<file path="src/rtl/adcseq_pkg.sv">
package adcseq_pkg;

  typedef enum logic [1:0] {
    ST_OFF,
    ST_WAKE,
    ST_READY,
    ST_CONV
  } seqState_e;

  // synchronized strobe events handed from datapath to control
  typedef struct packed {
    logic rise;
    logic fall;
    logic level;
  } strobeEvt_t;

  // control strobes handed from control to datapath
  typedef struct packed {
    logic latch;
  } dpCtl_t;

endpackage

</file>
<file path="src/rtl/adcseq_dpath.sv">
module adcseq_dpath
  import adcseq_pkg::*;
#(
  parameter int DATA_W = 10
) (
  input  logic              clk,
  input  logic              rstN,
  input  logic              strobeIn,
  input  logic [DATA_W-1:0] sampleIn,
  input  dpCtl_t            ctl,
  output strobeEvt_t        evt,
  output logic              resultValid,
  output logic [DATA_W-1:0] resultWord
);

  logic syncA, syncB, syncPrev;

  always_ff @(posedge clk or negedge rstN) begin
    if (!rstN) begin
      syncA    <= 1'b0;
      syncB    <= 1'b0;
      syncPrev <= 1'b0;
    end else begin
      syncA    <= strobeIn;
      syncB    <= syncA;
      syncPrev <= syncB;
    end
  end

  assign evt.rise  = syncB & ~syncPrev;
  assign evt.fall  = ~syncB & syncPrev;
  assign evt.level = syncB;

  always_ff @(posedge clk or negedge rstN) begin
    if (!rstN) begin
      resultValid <= 1'b0;
      resultWord  <= '0;
    end else begin
      resultValid <= ctl.latch;
      if (ctl.latch) resultWord <= sampleIn;
    end
  end


  valid_pulse_chk: assert property (@(posedge clk) disable iff (!rstN)
    resultValid |=> !resultValid);


  word_hold_chk: assert property (@(posedge clk) disable iff (!rstN)
    !ctl.latch |=> $stable(resultWord));

endmodule

</file>
<file path="src/rtl/adcseq_ctrl.sv">
module adcseq_ctrl
  import adcseq_pkg::*;
#(
  parameter int PWRUP_CYCLES = 75,
  parameter int CONV_CYCLES  = 115
) (
  input  logic       clk,
  input  logic       rstN,
  input  strobeEvt_t evt,
  output dpCtl_t     ctl,
  output logic       powerEn,
  output logic       busy
);

  localparam int MAX_CYC = (PWRUP_CYCLES > CONV_CYCLES) ? PWRUP_CYCLES : CONV_CYCLES;
  localparam int CNT_W   = $clog2(MAX_CYC + 1);
  localparam logic [CNT_W-1:0] WAKE_LAST = CNT_W'(PWRUP_CYCLES - 1);
  localparam logic [CNT_W-1:0] CONV_LAST = CNT_W'(CONV_CYCLES - 1);

  seqState_e        state, stateNx;
  logic [CNT_W-1:0] cnt, cntNx;
  logic             pendFall, pendNx;
  logic             spent, spentNx;
  logic             wakeDone, convDone;

  assign wakeDone = (state == ST_WAKE) && (cnt == WAKE_LAST);
  assign convDone = (state == ST_CONV) && (cnt == CONV_LAST);

  always_comb begin
    stateNx = state;
    cntNx   = cnt + 1'b1;
    pendNx  = pendFall;
    spentNx = spent;
    unique case (state)
      ST_OFF: begin
        cntNx  = '0;
        pendNx = 1'b0;
        if (evt.rise) begin
          stateNx = ST_WAKE;
          spentNx = 1'b0;
        end
      end
      ST_WAKE: begin
        if (evt.fall) pendNx = 1'b1;
        if (wakeDone) begin
          cntNx  = '0;
          pendNx = 1'b0;
          stateNx = (pendFall || evt.fall) ? ST_CONV : ST_READY;
        end
      end
      ST_READY: begin
        cntNx = '0;
        if (evt.fall) begin
          stateNx = ST_CONV;
          spentNx = 1'b0;
        end
      end
      ST_CONV: begin
        if (convDone) begin
          cntNx   = '0;
          stateNx = evt.level ? ST_READY : ST_OFF;
          spentNx = evt.level;
        end
      end
      default: stateNx = ST_OFF;
    endcase
  end

  always_ff @(posedge clk or negedge rstN) begin
    if (!rstN) begin
      state    <= ST_OFF;
      cnt      <= '0;
      pendFall <= 1'b0;
      spent    <= 1'b0;
    end else begin
      state    <= stateNx;
      cnt      <= cntNx;
      pendFall <= pendNx;
      spent    <= spentNx;
    end
  end

  assign ctl.latch = convDone;
  assign powerEn   = (state != ST_OFF);
  assign busy      = (state != ST_OFF) && !((state == ST_READY) && spent);


  wake_before_conv_chk: assert property (@(posedge clk) disable iff (!rstN)
    (state == ST_CONV && $past(state) == ST_WAKE) |-> $past(cnt) == WAKE_LAST);


  off_stays_off_chk: assert property (@(posedge clk) disable iff (!rstN)
    (state == ST_OFF && !evt.rise) |=> !powerEn);


  power_drop_chk: assert property (@(posedge clk) disable iff (!rstN)
    (ctl.latch && !evt.level) |=> (!powerEn && !busy));


  stay_powered_chk: assert property (@(posedge clk) disable iff (!rstN)
    (ctl.latch && evt.level) |=> (powerEn && !busy));


  conv_no_restart_chk: assert property (@(posedge clk) disable iff (!rstN)
    (state == ST_CONV && evt.rise && !ctl.latch) |=> (state == ST_CONV && cnt == $past(cnt) + 1'b1));

endmodule

</file>
<file path="src/rtl/adcseq_top.sv">
module adcseq_top
  import adcseq_pkg::*;
#(
  parameter int PWRUP_CYCLES = 75,
  parameter int CONV_CYCLES  = 115,
  parameter int DATA_W       = 10
) (
  input  logic              clk,
  input  logic              rstN,
  input  logic              strobeIn,
  input  logic [DATA_W-1:0] sampleIn,
  output logic              powerEn,
  output logic              busy,
  output logic              resultValid,
  output logic [DATA_W-1:0] resultWord
);

  strobeEvt_t evt;
  dpCtl_t     ctl;

  adcseq_dpath #(.DATA_W(DATA_W)) dpath_i (
    .clk         (clk),
    .rstN        (rstN),
    .strobeIn    (strobeIn),
    .sampleIn    (sampleIn),
    .ctl         (ctl),
    .evt         (evt),
    .resultValid (resultValid),
    .resultWord  (resultWord)
  );

  adcseq_ctrl #(.PWRUP_CYCLES(PWRUP_CYCLES), .CONV_CYCLES(CONV_CYCLES)) ctrl_i (
    .clk     (clk),
    .rstN    (rstN),
    .evt     (evt),
    .ctl     (ctl),
    .powerEn (powerEn),
    .busy    (busy)
  );

endmodule

</file>
<file path="config.mk">
export PLATFORM = sky130hd
export DESIGN_NAME = adcseq_top
export DESIGN_NICKNAME = d
export VERILOG_FILES = /design/src/rtl/adcseq_pkg.sv /design/src/rtl/adcseq_dpath.sv /design/src/rtl/adcseq_ctrl.sv /design/src/rtl/adcseq_top.sv
export SDC_FILE = /design/constraint.sdc
export NUM_CORES = 1
export LEC_CHECK = 0
export ABC_AREA = 1
export ABC_CLOCK_PERIOD_IN_PS = 1610
export BUFFER_PORTS_ARGS = -buffer_cell sky130_fd_sc_hd__buf_2
export CELL_PAD_IN_SITES_DETAIL_PLACEMENT = 1
export CELL_PAD_IN_SITES_GLOBAL_PLACEMENT = 1
export CORE_UTILIZATION = 38
export CTS_CLUSTER_DIAMETER = 60
export DETAILED_ROUTE_END_ITERATION = 10
export PLACE_DENSITY_LB_ADDON = 0.1
export SYNTH_ARGS = -nofsm -noshare
export SYNTH_HDL_FRONTEND = slang
export SYNTH_SLANG_ARGS = --single-unit
</file>
<file path="constraint.sdc">
create_clock -name clk -period 1.61 [get_ports clk]
set_clock_uncertainty 0.2 [all_clocks]
set_input_delay 0.161 -clock clk [delete_from_list [all_inputs] [get_ports clk]]
set_output_delay 0.161 -clock clk [all_outputs]
set_load 0.01 [all_outputs]
</file>
==> results.md <==
- Residual overflow from global routing: 0
- Power density relative to cell area: 1134 nW/µm²
- R2R depth: 9
- Most common library cell in the layout ignoring fill and taps: sky130_fd_sc_hd__nand2_1
- Type of the most critical hold path: in -> async
- Count of distinct cell types in the synthesized netlist: 22
- Count of standard-cell rows: 19
- Register with the most flip-flops: dpath_i.resultWord
- Source of the worst register-to-register timing path: ctrl_i.cnt[0]
- Vias in the first global route: 1,045
- Required time worst endpoint: 1.68 ns
- Mapped Avg Cell Area: 8.636 µm²
- PnR Total Power: 1.756 mW
- Cell area after technology mapping: 1149 µm²
- Clock slew at the register clock pins of the worst setup and hold paths: 0.16 ns
- Max-capacitance violation count: 0
- Element type at the critical path end: flop
- Largest fanout of any net on the critical path: 6
- Hold Vio Cnt, Final: 0
- Synthesized netlist net count: 148
- Status: finished, violations left
- CTS H-tree depth: 1
- Period Utilization, post-route: 0.9595
- Core area: 2805 µm²
- TritonCTS clock tree: yes
- Area added between synthesis and finish: 34.75%
- Insertion delay of the later-clocked pin in the worst-skew pair: 0.33 ns
- Cell area after layout: ~1500 µm²
- Most used cells in the layout excluding fill and tap cells: sky130_fd_sc_hd__nand2_1, sky130_fd_sc_hd__buf_2, sky130_fd_sc_hd__dfrtp_1
- Worst rel slew slack: 0.6202
- TritonCTS buffer count: 3
- Final nets: 196
- Registers with the most flip-flops: dpath_i.resultWord x10, ctrl_i.cnt x7, ctrl_i.state x2
- Min Clock Period, post-route: ~1.5 ns
- Slew Viols, Final: 0
- Clock tree root buffer cell: sky130_fd_sc_hd__clkbuf_4
- Highest clock frequency the design can meet: 647.3 MHz
- LEAKAGE: 0.6964 nW
- Total cell area at the placement stage: about 1300 µm²
- CP Data Arrival Time: 1.61 ns
- Top cell type's share of synthesized area: 0.5447
- Post-synthesis register bit count: 25
- Count of routing violations after the opening detailed-route iteration: 15
- Register area share after synthesis: 0.5447
- Detailed-routing iteration count for the pre-antenna-repair pass: 6
- Cell taking the most area after synthesis: sky130_fd_sc_hd__dfrtp_1
- Setup slack on the worst flop-to-flop path: 0.07 ns
- Max reg flops: 10
- Utilization of the core after routing: 0.5517
- Wirelength per Cell: between 10 and 15 µm
- Final Wtd Congestion: ~0.74
- DR vias: roughly 1,000
- Type of origin of the critical path: flop
- Number of warning messages in the yosys log: 0
- Share of cells above drive strength 1: 0.3167
- Total number of clock tree sinks: 25
- Type of the worst setup path: reg -> reg
- Antenna cells: 0
- Transition at the pin with the smallest max-transition slack: 0.5696 ns
- Violated checks: DRC
- Via/cell ratio: 4.891
- Routed wire length: ~3000 µm
- Die W: approximately 57 µm
- Synthesized netlist cell count: roughly 130
- Top area cells in the synthesized netlist: sky130_fd_sc_hd__dfrtp_1, sky130_fd_sc_hd__nand2_1, sky130_fd_sc_hd__nor2_1
- Initial antenna violation count: 0
- Setup repair after global routing missed its margin: yes
- Floorplan die area: between 3000 and 4000 µm²
- Reg-to-reg critical path endpoint: dpath_i.resultWord[4]
- Wire length of the first global-routing pass: about 4800 µm
- Maximum VDD drop: 0.4301 mV
- Initial Utilization: 0.4095
- Pin count of the biggest net entering global routing: 26
- Clock tree buffer depth: 2
- Y dimension of the die: 56.98 µm
- DRC: 2
- Number of nets with antenna violations after routing: 0
- Boundary Pins: 26
- Count of buffers from port buffering: 25
- Half-perimeter wire length after detailed placement: 1920 µm
- Setup Viol. Count Final: 0
- Global router's overall resource usage: 0.1944
-- routing by layer --
layer / share of wire / GRT usage
met1: 0.43 / 0.2393
met2: 0.54 / 0.3496
met3: 0.025 / 0.02268
met4: 0.0078 / 0.07317
met5: 0 / 0
-- stage by stage --
stage               hold slack [ns]  TNS (ns)  instances  setup slack, ns
floorplan                   -0.3346         0        133           0.1349
global placement           -0.01954         0        189          0.06645
detailed placement        -0.008346  -0.01156        189        -0.006953
CTS                          0.1497         0        205         0.003224
global route                 0.1717   -0.2716        211         -0.04057
finish                       0.1322         0        211          0.06520
-- worst max-delay path, stage by stage, from the launching register on --
cell	delay (ns)
sky130_fd_sc_hd__dfrtp_1	0.42
sky130_fd_sc_hd__inv_2	0.07
sky130_fd_sc_hd__ha_4	0.13
sky130_fd_sc_hd__nand2_4	0.05
sky130_fd_sc_hd__nor2_4	0.13
sky130_fd_sc_hd__nand2_4	0.09
sky130_fd_sc_hd__nor2_4	0.15
sky130_fd_sc_hd__buf_6	0.14
sky130_fd_sc_hd__nand2_1	0.05
sky130_fd_sc_hd__nand2_1	0.06
-- kinds of logic after synthesis --
logic type | share of synthesized area
xor gates and xnor gates | 0.007627
adders and majority gates | 0.02178
DFF | 0.5447
buffers and inverters | 0.07516
AOI/OAI and AO/OA | 0.07842
and+or+nand+nor | 0.2723
-- power breakdown --
group | total [mW] | switching, mW | internal, mW
registers | 0.779 | 0.0773 | 0.702
clock network | 0.302 | 0.207 | 0.0950
logic | 0.674 | 0.421 | 0.253
-- final cells by class --
class                      instances  area, µm²
fill                             329       1257
sequential                        25      626.9
multi-input combinational         90      469.2
timing repair buffer              47      327.8
inverter                          14      55.05
tap                               31      38.79
clock buffer                       3      22.52
clock inverter                     1      7.507
-- cells in the mapped netlist --
master                      n
sky130_fd_sc_hd__o21ai_1   11
sky130_fd_sc_hd__ha_1       2
sky130_fd_sc_hd__nand3_1    5
sky130_fd_sc_hd__inv_2      3
sky130_fd_sc_hd__a21oi_1    1
sky130_fd_sc_hd__xnor2_1    1
sky130_fd_sc_hd__inv_1     10
sky130_fd_sc_hd__dfrtp_1   25
sky130_fd_sc_hd__nand3b_1   1
sky130_fd_sc_hd__buf_4      1
sky130_fd_sc_hd__clkbuf_1   1
sky130_fd_sc_hd__buf_6      2
sky130_fd_sc_hd__clkinv_1   1
sky130_fd_sc_hd__nor2_4     2
sky130_fd_sc_hd__nand4_1    3
sky130_fd_sc_hd__nand2_4    1
sky130_fd_sc_hd__nor2_2     1
sky130_fd_sc_hd__nor2_1    15
sky130_fd_sc_hd__a21boi_0   2
sky130_fd_sc_hd__nand2_1   39
sky130_fd_sc_hd__nand2_2    3
sky130_fd_sc_hd__o21ai_0    3
-- worst max path at each step --
| stage | cells after the start | from | slack (ns) | end |
|---|---|---|---|---|
| 2_1_floorplan | 9 | ctrl_i.cnt[0] | 0.13 | ctrl_i.state[0] |
| 3_3_place_gp | 9 | ctrl_i.cnt[0] | 0.07 | ctrl_i.state[0] |
| 3_5_place_dp | 9 | ctrl_i.cnt[0] | -0.007 | ctrl_i.state[0] |
| 4_1_cts | 8 | ctrl_i.cnt[1] | 0.003 | ctrl_i.cnt[3] |
| 5_1_grt | 6 | ctrl_i.state[0] | -0.04 | ctrl_i.state[0] |
| 6_report | 9 | ctrl_i.cnt[0] | 0.07 | dpath_i.resultWord[4] |
-- repair_timing --
item | CTS | global route
gates cloned | 0 | 0
hold endpoints to repair | 36 | 0
pin swaps | 0 | 4
hold buffers | 12 | 0
setup buffers | 0 | 6
setup endpoints to repair | 2 | 21
resized for setup | 1 | 14
Note: power is estimated with default switching activity, not from simulation.
